--- src/rtl/cqa_pkg.sv ---
package cqa_pkg;
    typedef enum logic [1:0] {
        PD_WAIT = 2'd0,
        PD_PASS = 2'd1,
        PD_TAIL = 2'd2,
        PD_DROP = 2'd3
    } pd_state_e;
endpackage

--- src/rtl/cqa_occ.sv ---
module cqa_occ #(
    parameter int N  = 4,
    parameter int W  = 5,
    parameter int CW = 2
) (
    input  logic                clk,
    input  logic                rst_n,
    input  logic                enq_en,
    input  logic [CW-1:0]       enq_idx,
    input  logic                deq_en,
    input  logic [CW-1:0]       deq_idx,
    output logic [N-1:0][W-1:0] occ
);
    logic [N-1:0][W-1:0] cnt_d, cnt_q;
    logic [N-1:0]        inc_v, dec_v;

    for (genvar i = 0; i < N; i++) begin : g_sel
        assign inc_v[i] = enq_en && (enq_idx == CW'(i));
        assign dec_v[i] = deq_en && (deq_idx == CW'(i));
    end

    always_comb begin
        cnt_d = cnt_q;
        for (int i = 0; i < N; i++) begin
            if (inc_v[i] && !dec_v[i]) begin
                cnt_d[i] = cnt_q[i] + W'(1);
            end else if (dec_v[i] && !inc_v[i] && cnt_q[i] != '0) begin
                cnt_d[i] = cnt_q[i] - W'(1);
            end
        end
    end

    always_ff @(posedge clk) begin
        if (!rst_n) cnt_q <= '0;
        else        cnt_q <= cnt_d;
    end

    assign occ = cnt_q;

    for (genvar i = 0; i < N; i++) begin : g_chk
        // enqueue alone increments
        a_r10_inc: assert property (@(posedge clk) disable iff (!rst_n)
            (inc_v[i] && !dec_v[i]) |=> cnt_q[i] == $past(cnt_q[i]) + W'(1));
        // enqueue and dequeue together hold
        a_r10_hold: assert property (@(posedge clk) disable iff (!rst_n)
            (inc_v[i] && dec_v[i]) |=> $stable(cnt_q[i]));
        // dequeue at zero ignored
        a_r10_floor: assert property (@(posedge clk) disable iff (!rst_n)
            (dec_v[i] && !inc_v[i] && cnt_q[i] == '0) |=> cnt_q[i] == '0);
    end
endmodule

--- src/rtl/cqa_hyst.sv ---
module cqa_hyst #(
    parameter int N = 4,
    parameter int W = 5
) (
    input  logic                clk,
    input  logic                rst_n,
    input  logic [N-1:0][W-1:0] occ,
    input  logic [N-1:0][W-1:0] hi,
    input  logic [N-1:0][W-1:0] lo,
    output logic [N-1:0]        flag
);
    logic [N-1:0] flag_d, flag_q;

    always_comb begin
        flag_d = flag_q;
        for (int i = 0; i < N; i++) begin
            if (occ[i] >= hi[i])     flag_d[i] = 1'b1;
            else if (occ[i] < lo[i]) flag_d[i] = 1'b0;
        end
    end

    always_ff @(posedge clk) begin
        if (!rst_n) flag_q <= '0;
        else        flag_q <= flag_d;
    end

    assign flag = flag_q;

    for (genvar i = 0; i < N; i++) begin : g_chk
        a_r3_set: assert property (@(posedge clk) disable iff (!rst_n)
            (occ[i] >= hi[i]) |=> flag_q[i]);
        a_r3_clear: assert property (@(posedge clk) disable iff (!rst_n)
            (occ[i] < lo[i] && occ[i] < hi[i]) |=> !flag_q[i]);
    end
endmodule

--- src/rtl/cqa_verdict.sv ---
module cqa_verdict
    import cqa_pkg::*;
#(
    parameter int W = 5
) (
    input  logic [W-1:0] occ,
    input  logic [W-1:0] depth,
    input  logic [W-1:0] clp_hi,
    input  logic [W-1:0] clp_lo,
    input  logic [W-1:0] efci_th,
    input  logic [W-1:0] epd0,
    input  logic [W-1:0] epd1,
    input  logic         frame_mode,
    input  logic         hyst_q,
    input  pd_state_e    state_q,
    input  logic         clp,
    input  logic         eof,
    input  logic         user,
    output logic         accept,
    output logic         efci,
    output pd_state_e    state_d
);
    logic full, hyst_eff, drop;

    assign full     = (occ >= depth);
    assign hyst_eff = (occ >= clp_hi) ? 1'b1 : ((occ < clp_lo) ? 1'b0 : hyst_q);

    always_comb begin
        state_d = state_q;
        drop    = full;
        if (!frame_mode) begin
            drop = full || (clp && hyst_eff);
        end else if (user) begin
            unique case (state_q)
                PD_WAIT: begin
                    drop    = full || (occ > epd0) || (clp && (occ > epd1));
                    state_d = eof ? PD_WAIT : (drop ? PD_DROP : PD_PASS);
                end
                PD_PASS: begin
                    drop = full;
                    if (eof) state_d = drop ? PD_DROP : PD_WAIT;
                    else     state_d = drop ? PD_TAIL : PD_PASS;
                end
                PD_TAIL: begin
                    drop    = eof ? full : 1'b1;
                    state_d = eof ? (drop ? PD_DROP : PD_WAIT) : PD_TAIL;
                end
                PD_DROP: begin
                    drop    = 1'b1;
                    state_d = eof ? PD_WAIT : PD_DROP;
                end
                default: begin
                    drop    = 1'b1;
                    state_d = PD_WAIT;
                end
            endcase
        end
    end

    assign accept = !drop;
    assign efci   = accept && (occ >= efci_th);
endmodule

--- src/rtl/cqa_admit.sv ---
module cqa_admit
    import cqa_pkg::*;
#(
    parameter int N = 4,
    parameter int W = 5,
    localparam int CW = (N > 1) ? $clog2(N) : 1
) (
    input  logic                clk,
    input  logic                rst_n,
    input  logic                in_valid,
    input  logic [CW-1:0]       in_conn,
    input  logic                in_clp,
    input  logic                in_eof,
    input  logic                in_user,
    input  logic                deq_valid,
    input  logic [CW-1:0]       deq_conn,
    input  logic [N-1:0]        cfg_frame_mode,
    input  logic [N-1:0][W-1:0] cfg_depth,
    input  logic [N-1:0][W-1:0] cfg_clp_hi,
    input  logic [N-1:0][W-1:0] cfg_clp_lo,
    input  logic [N-1:0][W-1:0] cfg_efci,
    input  logic [N-1:0][W-1:0] cfg_epd0,
    input  logic [N-1:0][W-1:0] cfg_epd1,
    output logic                dec_valid,
    output logic                dec_accept,
    output logic                dec_efci,
    output logic [CW-1:0]       dec_conn
);
    typedef struct packed {
        logic          vld;
        logic          acc;
        logic          efci;
        logic [CW-1:0] conn;
    } verdict_t;

    verdict_t         out_d, out_q;
    pd_state_e [N-1:0] pd_d, pd_q;

    logic [N-1:0][W-1:0] occ;
    logic [N-1:0]        hyst;
    logic                v_accept, v_efci;
    pd_state_e           v_state;

    cqa_occ #(.N(N), .W(W), .CW(CW)) u_occ (
        .clk     (clk),
        .rst_n   (rst_n),
        .enq_en  (in_valid && v_accept),
        .enq_idx (in_conn),
        .deq_en  (deq_valid),
        .deq_idx (deq_conn),
        .occ     (occ)
    );

    cqa_hyst #(.N(N), .W(W)) u_hyst (
        .clk   (clk),
        .rst_n (rst_n),
        .occ   (occ),
        .hi    (cfg_clp_hi),
        .lo    (cfg_clp_lo),
        .flag  (hyst)
    );

    cqa_verdict #(.W(W)) u_verdict (
        .occ        (occ[in_conn]),
        .depth      (cfg_depth[in_conn]),
        .clp_hi     (cfg_clp_hi[in_conn]),
        .clp_lo     (cfg_clp_lo[in_conn]),
        .efci_th    (cfg_efci[in_conn]),
        .epd0       (cfg_epd0[in_conn]),
        .epd1       (cfg_epd1[in_conn]),
        .frame_mode (cfg_frame_mode[in_conn]),
        .hyst_q     (hyst[in_conn]),
        .state_q    (pd_q[in_conn]),
        .clp        (in_clp),
        .eof        (in_eof),
        .user       (in_user),
        .accept     (v_accept),
        .efci       (v_efci),
        .state_d    (v_state)
    );

    always_comb begin
        pd_d       = pd_q;
        out_d.vld  = in_valid;
        out_d.acc  = in_valid && v_accept;
        out_d.efci = in_valid && v_efci;
        out_d.conn = in_conn;
        if (in_valid && in_user && cfg_frame_mode[in_conn]) begin
            pd_d[in_conn] = v_state;
        end
    end

    always_ff @(posedge clk) begin
        if (!rst_n) begin
            out_q <= '0;
            for (int i = 0; i < N; i++) pd_q[i] <= PD_WAIT;
        end else begin
            out_q <= out_d;
            pd_q  <= pd_d;
        end
    end

    assign dec_valid  = out_q.vld;
    assign dec_accept = out_q.acc;
    assign dec_efci   = out_q.efci;
    assign dec_conn   = out_q.conn;

    a_r11_latency: assert property (@(posedge clk) disable iff (!rst_n)
        in_valid |=> dec_valid && dec_conn == $past(in_conn));
    a_r11_idle: assert property (@(posedge clk) disable iff (!rst_n)
        !in_valid |=> !dec_valid);
    a_r1_full_drop: assert property (@(posedge clk) disable iff (!rst_n)
        (in_valid && occ[in_conn] >= cfg_depth[in_conn]) |=> !dec_accept);
    a_r2_clp_high: assert property (@(posedge clk) disable iff (!rst_n)
        (in_valid && in_clp && !cfg_frame_mode[in_conn]
         && occ[in_conn] >= cfg_clp_hi[in_conn]) |=> !dec_accept);
    a_r4_efci_low: assert property (@(posedge clk) disable iff (!rst_n)
        (in_valid && occ[in_conn] < cfg_efci[in_conn]) |=> !dec_efci);
    a_r6_full_discard: assert property (@(posedge clk) disable iff (!rst_n)
        (in_valid && in_user && cfg_frame_mode[in_conn]
         && pd_q[in_conn] == PD_DROP) |=> !dec_accept);
    a_r9_non_user: assert property (@(posedge clk) disable iff (!rst_n)
        (in_valid && !in_user) |=> $stable(pd_q));
endmodule

--- config.mk ---
export PLATFORM = sky130hd
export DESIGN_NAME = cqa_admit
export DESIGN_NICKNAME = d
export VERILOG_FILES = /design/src/rtl/cqa_pkg.sv /design/src/rtl/cqa_occ.sv /design/src/rtl/cqa_hyst.sv /design/src/rtl/cqa_verdict.sv /design/src/rtl/cqa_admit.sv
export SDC_FILE = /design/constraint.sdc
export NUM_CORES = 1
export LEC_CHECK = 0
export CORE_ASPECT_RATIO = 2
export CORE_MARGIN = 5
export CORE_UTILIZATION = 45
export DETAILED_ROUTE_END_ITERATION = 7
export PLACE_DENSITY = 0.76
export SKIP_CTS_REPAIR_TIMING = 1
export SYNTH_ARGS = -nofsm -noshare
export SYNTH_HDL_FRONTEND = slang
export SYNTH_SLANG_ARGS = --single-unit
--- constraint.sdc ---
create_clock -name clk -period 5.61 [get_ports clk]
set_input_delay 1.4025 -clock clk [delete_from_list [all_inputs] [get_ports clk]]
set_output_delay 1.4025 -clock clk [all_outputs]
set_load 0.01 [all_outputs]
# Word level (Yosys, flattened, before mapping)

Cells that the tools add are included.

Input bits: 135
Word-level logic and storage cells: 160
Bits in registers: 37
Output and inout bits: 5

Equality and inequality tests: 9
Multiplexer cells: 56
Reductions and logical operators: 55
Add/subtract/negate cells: 8
Magnitude comparators: 16

Operators by type and width:

| cell                                                               | count |
|---|---|
| two-way mux 5 bit                                                  | 15 |
| binary-select mux 5 bit (select 2 bit)                             | 7 |
| greater-or-equal comparator 5 bit                                  | 7 |
| logical AND 1 bit                                                  | 28 |
| < comparator 5 bit                                                 | 5 |
| two-way mux 2 bit                                                  | 12 |
| adder 5 x 1 -> 5 bit (second input constant)                       | 4 |
| nonzero test 5 bit                                                 | 4 |
| subtractor 5 x 1 -> 5 bit (second input constant)                  | 4 |
| nonzero test 2 bit                                                 | 8 |
| two-way mux 1 bit                                                  | 15 |
| equality test 2 bit (second input constant)                        | 6 |
| greater-than comparator 5 bit                                      | 2 |
| zero test 1 bit                                                    | 9 |
| bitwise mux 8 bit                                                  | 1 |
| one-hot mux 2 bit (4 select lines)                                 | 1 |
| equality test 2 x 1 -> 1 bit (second input constant)               | 3 |
| zero test 2 bit                                                    | 3 |
| binary-select mux 1 bit (select 2 bit)                             | 2 |
| binary-select mux 2 bit (select 2 bit)                             | 1 |
| demux 2 bit (select 2 bit)                                         | 1 |
| one-hot mux 1 bit (4 select lines)                                 | 1 |
| logical OR 1 bit                                                   | 3 |
| < comparator 2 x 3 -> 1 bit (second input constant)                | 1 |
| greater-or-equal comparator 2 x 1 -> 1 bit (second input constant) | 1 |

# Depth between registers and ports, before layout

Word-level depth: 16
Depth in mapped cells: 21
Gate-level depth less buffers: 18

# Hierarchy

From an unflattened synthesis, not the netlist that was laid out.

Cells, all modules: 527
Area total of the unflattened synthesis: 4911.0 µm²

Modules (own cells, without submodules):

| module      | seq. area each (µm²) | area an instance (µm²) | instances | cells each |
|---|---|---|---|---|
| cqa_occ     | 400.4                | 1547.7                 | 1         | 180 |
| cqa_admit   | 260.2                | 1445.1                 | 1         | 95 |
| cqa_hyst    | 80.1                 | 1033.5                 | 1         | 133 |
| cqa_verdict | 0.0                  | 884.6                  | 1         | 119 |

# Worst setup path after synthesis

OpenSTA, ideal clock, no wires.

Path type: input to register
From: in in_conn[0]
To: reg u_occ.cnt_q, in the netlist u_occ.occ[19]
Path buffers: 3
Setup time: 72 ps
Setup slack: -448 ps
Stages: 21
Data required time: 5538 ps
Arrival: 5986 ps
Path through: buf_6 > buf_1 > buf_2 > mux4_2 > inv_1 > ha_1 > a21o_1 > a21oi_1 > o21ai_1 > inv_1 > ha_1 > nand2_1 > o22ai_4 > o211ai_4 > nand2b_1 > fa_1 > a21o_1 > a21o_1 > or3_1 > mux2i_1 > mux2i_1

Cells in the longest elaborated chain, start to end: 15
Elaborated cells on any way between the ends: 48
Classes of those cells: order compare: 5; eq/ne: 4; mux: 25; reduce/logical: 14

Ends and longest elaborated chain:

| what                                                                           | line                                 | RTL |
|---|---|---|
| start, declared                                                                | cqa_admit.sv:11                      | `input logic [CW-1:0] in_conn,` |
| binary-select mux 5 bit (select 2 bit), on equally long branches               | --                                   |  |
| two-way mux 5 bit, on equally long branches                                    | --                                   |  |
| greater-or-equal comparator 5 bit (tied with other cells)                      | cqa_verdict.sv:25                    | `assign full = (occ >= depth);` |
| logical OR 1 bit (tied with other cells)                                       | cqa_verdict.sv:36                    | `drop = full \|\| (occ > epd0) \|\| (clp && (occ > epd1));` |
| logical OR 1 bit / two-way mux 1 bit (equally long branches)                   | cqa_verdict.sv:36, cqa_verdict.sv:26 |  |
| one-hot mux 1 bit (4 select lines) / logical AND 1 bit (equally long branches) | cqa_verdict.sv:34, cqa_verdict.sv:32 |  |
| two-way mux 1 bit / logical OR 1 bit (equally long branches)                   | cqa_verdict.sv:33, cqa_verdict.sv:32 |  |
| two-way mux 1 bit                                                              | cqa_verdict.sv:31                    | `if (!frame_mode) begin` |
| zero test 1 bit                                                                | cqa_verdict.sv:60                    | `assign accept = !drop;` |
| logical AND 1 bit                                                              | cqa_admit.sv:47                      | `.enq_en (in_valid && v_accept),` |
| logical AND 1 bit (*)                                                          | cqa_occ.sv:18                        | `assign inc_v[i] = enq_en && (enq_idx == CW'(i));` |
| zero test 1 bit                                                                | cqa_occ.sv:27                        | `end else if (dec_v[i] && !inc_v[i] && cnt_q[i] != '0) begin` |
| logical AND 1 bit (2 in series)                                                | cqa_occ.sv:27                        |  |
| nonzero test 2 bit (no line)                                                   | --                                   |  |
| end signal, assigned                                                           | cqa_occ.sv:35                        | `else cnt_q <= cnt_d;` |
| end, declared                                                                  | cqa_occ.sv:14                        | `logic [N-1:0][W-1:0] cnt_d, cnt_q;` |

Every way passes the cells marked *; elsewhere a longest branch is shown, timed or not. The select of a mux whose other input is x is not followed.
A chain may end at the register's enable or synchronous reset.

# Worst setup path in the final report

Ends and elaborated chain as after synthesis.

==> metrics.csv <==
stage;metric;value;unit
critical_path;max_stage_delay;0.53;ns
critical_path;cp.arrival;5.55;ns
critical_path;cp_slowest_cell;mux4_2;
route;drt_pass1_iterations;5;
critical_path;required;5.83;ns
timing;rsz0062_at_grt;no;
timing;min_period_over_period;0.950;
clocking;clock_latency;0.29;ns
power_and_ir_drop;total_leakage_power;0.00312;uW
floorplanning;rows;54;
timing;hold_viol_final;0;
final_layout;diodes;0;
synthesis;synth_top_area_share;0.201;
route;drtIter0Drc;163;
final_layout;drive_gt1_frac;0.133;
clocking;root_buffer;clkbuf_16;
synthesis;syn_inst;530;
critical_path;worstSetupEndpointType;register;
global_routing;antenna_found_initial;0;
synthesis;synth_warnings;0;
power_and_ir_drop;power_density;197;nW/um^2
critical_path;crit_path_max_fanout;13;
timing;finalSetupTns;0;ns
synthesis;synth_top_cell_by_area;ha_1;
global_routing;grt_pass1_vias;5024;
final_layout;nets;899;
clocking;cts_buffers;5;
clocking;cts_tree;done;
clocking;cts_buffer_depth;2;
synthesis;async_flop_share;0;
route;wl_per_cell;19.4;microns
placed_design;dp_hpwl;13600;microns
synthesis;avgSynthCellArea;9.28;sq um
synthesis;synth_ff_type;dfxtp_1;
timing;fin_skew;0.00708;ns
floorplanning;dieArea;13300;sq um
final_layout;syn_to_final_growth;37.2;%
global_routing;grt_max_degree;36;
floorplanning;chipWidth;83.9;microns
synthesis;synth_nets;748;
synthesis;ys_top_cells_by_area;ha_1 (20%), mux4_2 (18%), dfxtp_1 (15%);
global_routing;grt_first_pass_wirelength;25700;microns
synthesis;ys_seq_area_frac;0.151;
clocking;clkTransAtPathRegs;0.07;ns
placed_design;io_buffers;139;
synthesis;yosysUniqueCellTypes;58;
floorplanning;core;10800;sq um
route;drt-total-wl;16000;microns
global_routing;grt_usage;0.247;
synthesis;synth_edf_count;0;
floorplanning;start_util;0.455;
global_routing;overflow;0;
floorplanning;ios;140;
clocking;htree_levels;2;
critical_path;crit_type;in -> reg;
final_layout;final_core_util;0.624;
route;drtAntennaViolNets;0;
power_and_ir_drop;ir_drop;0.165;mV
job;maxCapViolations;0;
final_layout;nFillCells;930;
timing;fmax;188;MHz
timing;period_minus_slack;5.33;ns
timing;worst_slew_pin_slew;0.814;ns
synthesis;synth-seq-cells;37;
timing;final-setup-viol-count;0;
route;drc_errors;0;
timing;slew_viol_final;0;
placed_design;gp_congestion;0.902;
timing;slew_headroom;0.457;
synthesis;synthesis.area;4920;sq um
route;via_per_inst;5.65;
run_status;status;complete, no violations;
floorplanning;die_height;158;microns
clocking;clock-sinks;37;
critical_path;cp-start-kind;primary input;
critical_path;cp_cell_sequence;buf_2, buf_4, mux4_2, inv_1, ha_1, a21oi_1, o21ai_1, inv_1, ha_1, nand2_1, o22ai_4, o211ai_4, nand2b_1, fa_1, a21o_1, a21o_1, or3_1, mux2i_1, mux2i_1;
worst_hold_path;hold_class;reg -> reg;
route;dr_total_vias;4647;
-- power by group --
| group | total, uW | switching [uW] | internal [uW] |
|---|---|---|---|
| logic | 657 | 310 | 347 |
| registers | 340 | 51.0 | 289 |
| clock network | 335 | 124 | 211 |
-- cell families after synthesis --
kind of cell | synth area share
AO/OA/AOI/OAI | 0.177
multiplexers | 0.221
flip-flops | 0.151
XOR/XNOR | 0.0214
buffers and inverters | 0.0689
adder cells (fa/ha/maj) | 0.217
AND/OR/NAND/NOR | 0.144
-- worst paths after layout --
check,end,from,slack (ns),cells after the start
setup / recovery,u_occ.occ[19],in_conn[0],0.28,19
hold / removal,u_hyst.flag[3],u_hyst.flag[3],0.49,2
setup reg to reg,u_occ.occ[19],u_occ.occ[3],1.39,18
hold reg to reg,u_hyst.flag[3],u_hyst.flag[3],0.49,2
-- synth_stat cells, drive strengths merged (2+ instances only) --
cell,instances
buf,7
nand4,2
o2111ai,3
o221ai,2
nor2,23
o221a,3
and3,3
nand3,5
xor2,4
o21ai,18
a21boi,3
a21oi,42
o22ai,3
mux2i,17
dfxtp,37
inv,69
fa,4
o211ai,3
o32ai,8
xnor2,8
a21o,21
or4,2
o21a,2
and2,7
nor4,2
ha,79
clkbuf,10
nand2,46
nor3,2
mux4,40
nor2b,15
nand2b,26
o31a,2
-- layout by cell type (no fill, tap or decap), types with 3 or more instances in the layout --
master	synthesis	layout
o2111ai_4	3	3
mux2i_2	3	3
buf_4	0	21
ha_1	79	79
clkbuf_16	0	5
dfxtp_1	37	37
xor2_1	4	4
xnor2_1	8	8
nor2b_1	14	14
nand2_1	46	46
fa_1	4	4
o32ai_1	6	6
nand2b_1	26	26
mux2i_1	14	14
nand3_1	5	5
clkdlybuf4s50_1	0	137
nor2_1	22	22
a21o_1	21	21
a21oi_1	42	42
o21ai_0	15	15
inv_1	69	69
o221a_2	3	3
mux4_2	39	39
and2_1	7	7
and3_1	3	3
-- sequential cells by signal (all words and copies together) (netlist names) --
register,flops
u_occ.occ,20
pd_q,8
dec_conn,2
dec_valid,1
dec_efci,1
dec_accept,1
u_hyst.flag,4
-- per-layer routing --
layer  global-route usage  vias up  share of wire
li1                     -     2228              -
met4                0.157        0          0.065
met1                0.236     2197           0.33
met3               0.0307       55          0.042
met2                0.487      167           0.56
met5                    0        -              0
-- final cells by class --
| cell class | count | area (sq um) | share of cell area |
|---|---|---|---|
| multi-input combinational | 406 | 3840 | 0.569 |
| clock inverter | 3 | 46.3 | 0.00686 |
| sequential | 37 | 741 | 0.110 |
| clock buffer | 5 | 125 | 0.0185 |
| inverter | 70 | 263 | 0.0389 |
| tap | 140 | 175 | 0.0259 |
| timing repair buffer | 161 | 1560 | 0.231 |
-- critical path, delay by kind of cell --
family	cells	cell delay (ns)
multiplexers	3	0.91
buffers and inverters	4	0.80
adder cells (fa/ha/maj)	3	0.79
AO/OA/AOI/OAI	6	0.99
AND/OR/NAND/NOR	3	0.65
-- per-stage QoR --
| stage | cells | power [uW] | worst slack (ns) | hold slack, ns | cell area (sq um) |
|---|---|---|---|---|---|
| global placement | 814 | 967 | 0.111 | 0.470 | 6580 |
| floorplan | 530 | 744 | 0.0305 | 0.447 | 4940 |
| finish | 822 | 1330 | 0.282 | 0.489 | 6750 |
| global route | 822 | 1420 | 0.00937 | 0.504 | 6750 |
| CTS | 822 | 1340 | 0.250 | 0.482 | 6750 |
| detailed placement | 814 | 997 | -0.0446 | 0.475 | 6580 |
No activity file was read; power rests on OpenSTA's default activity.
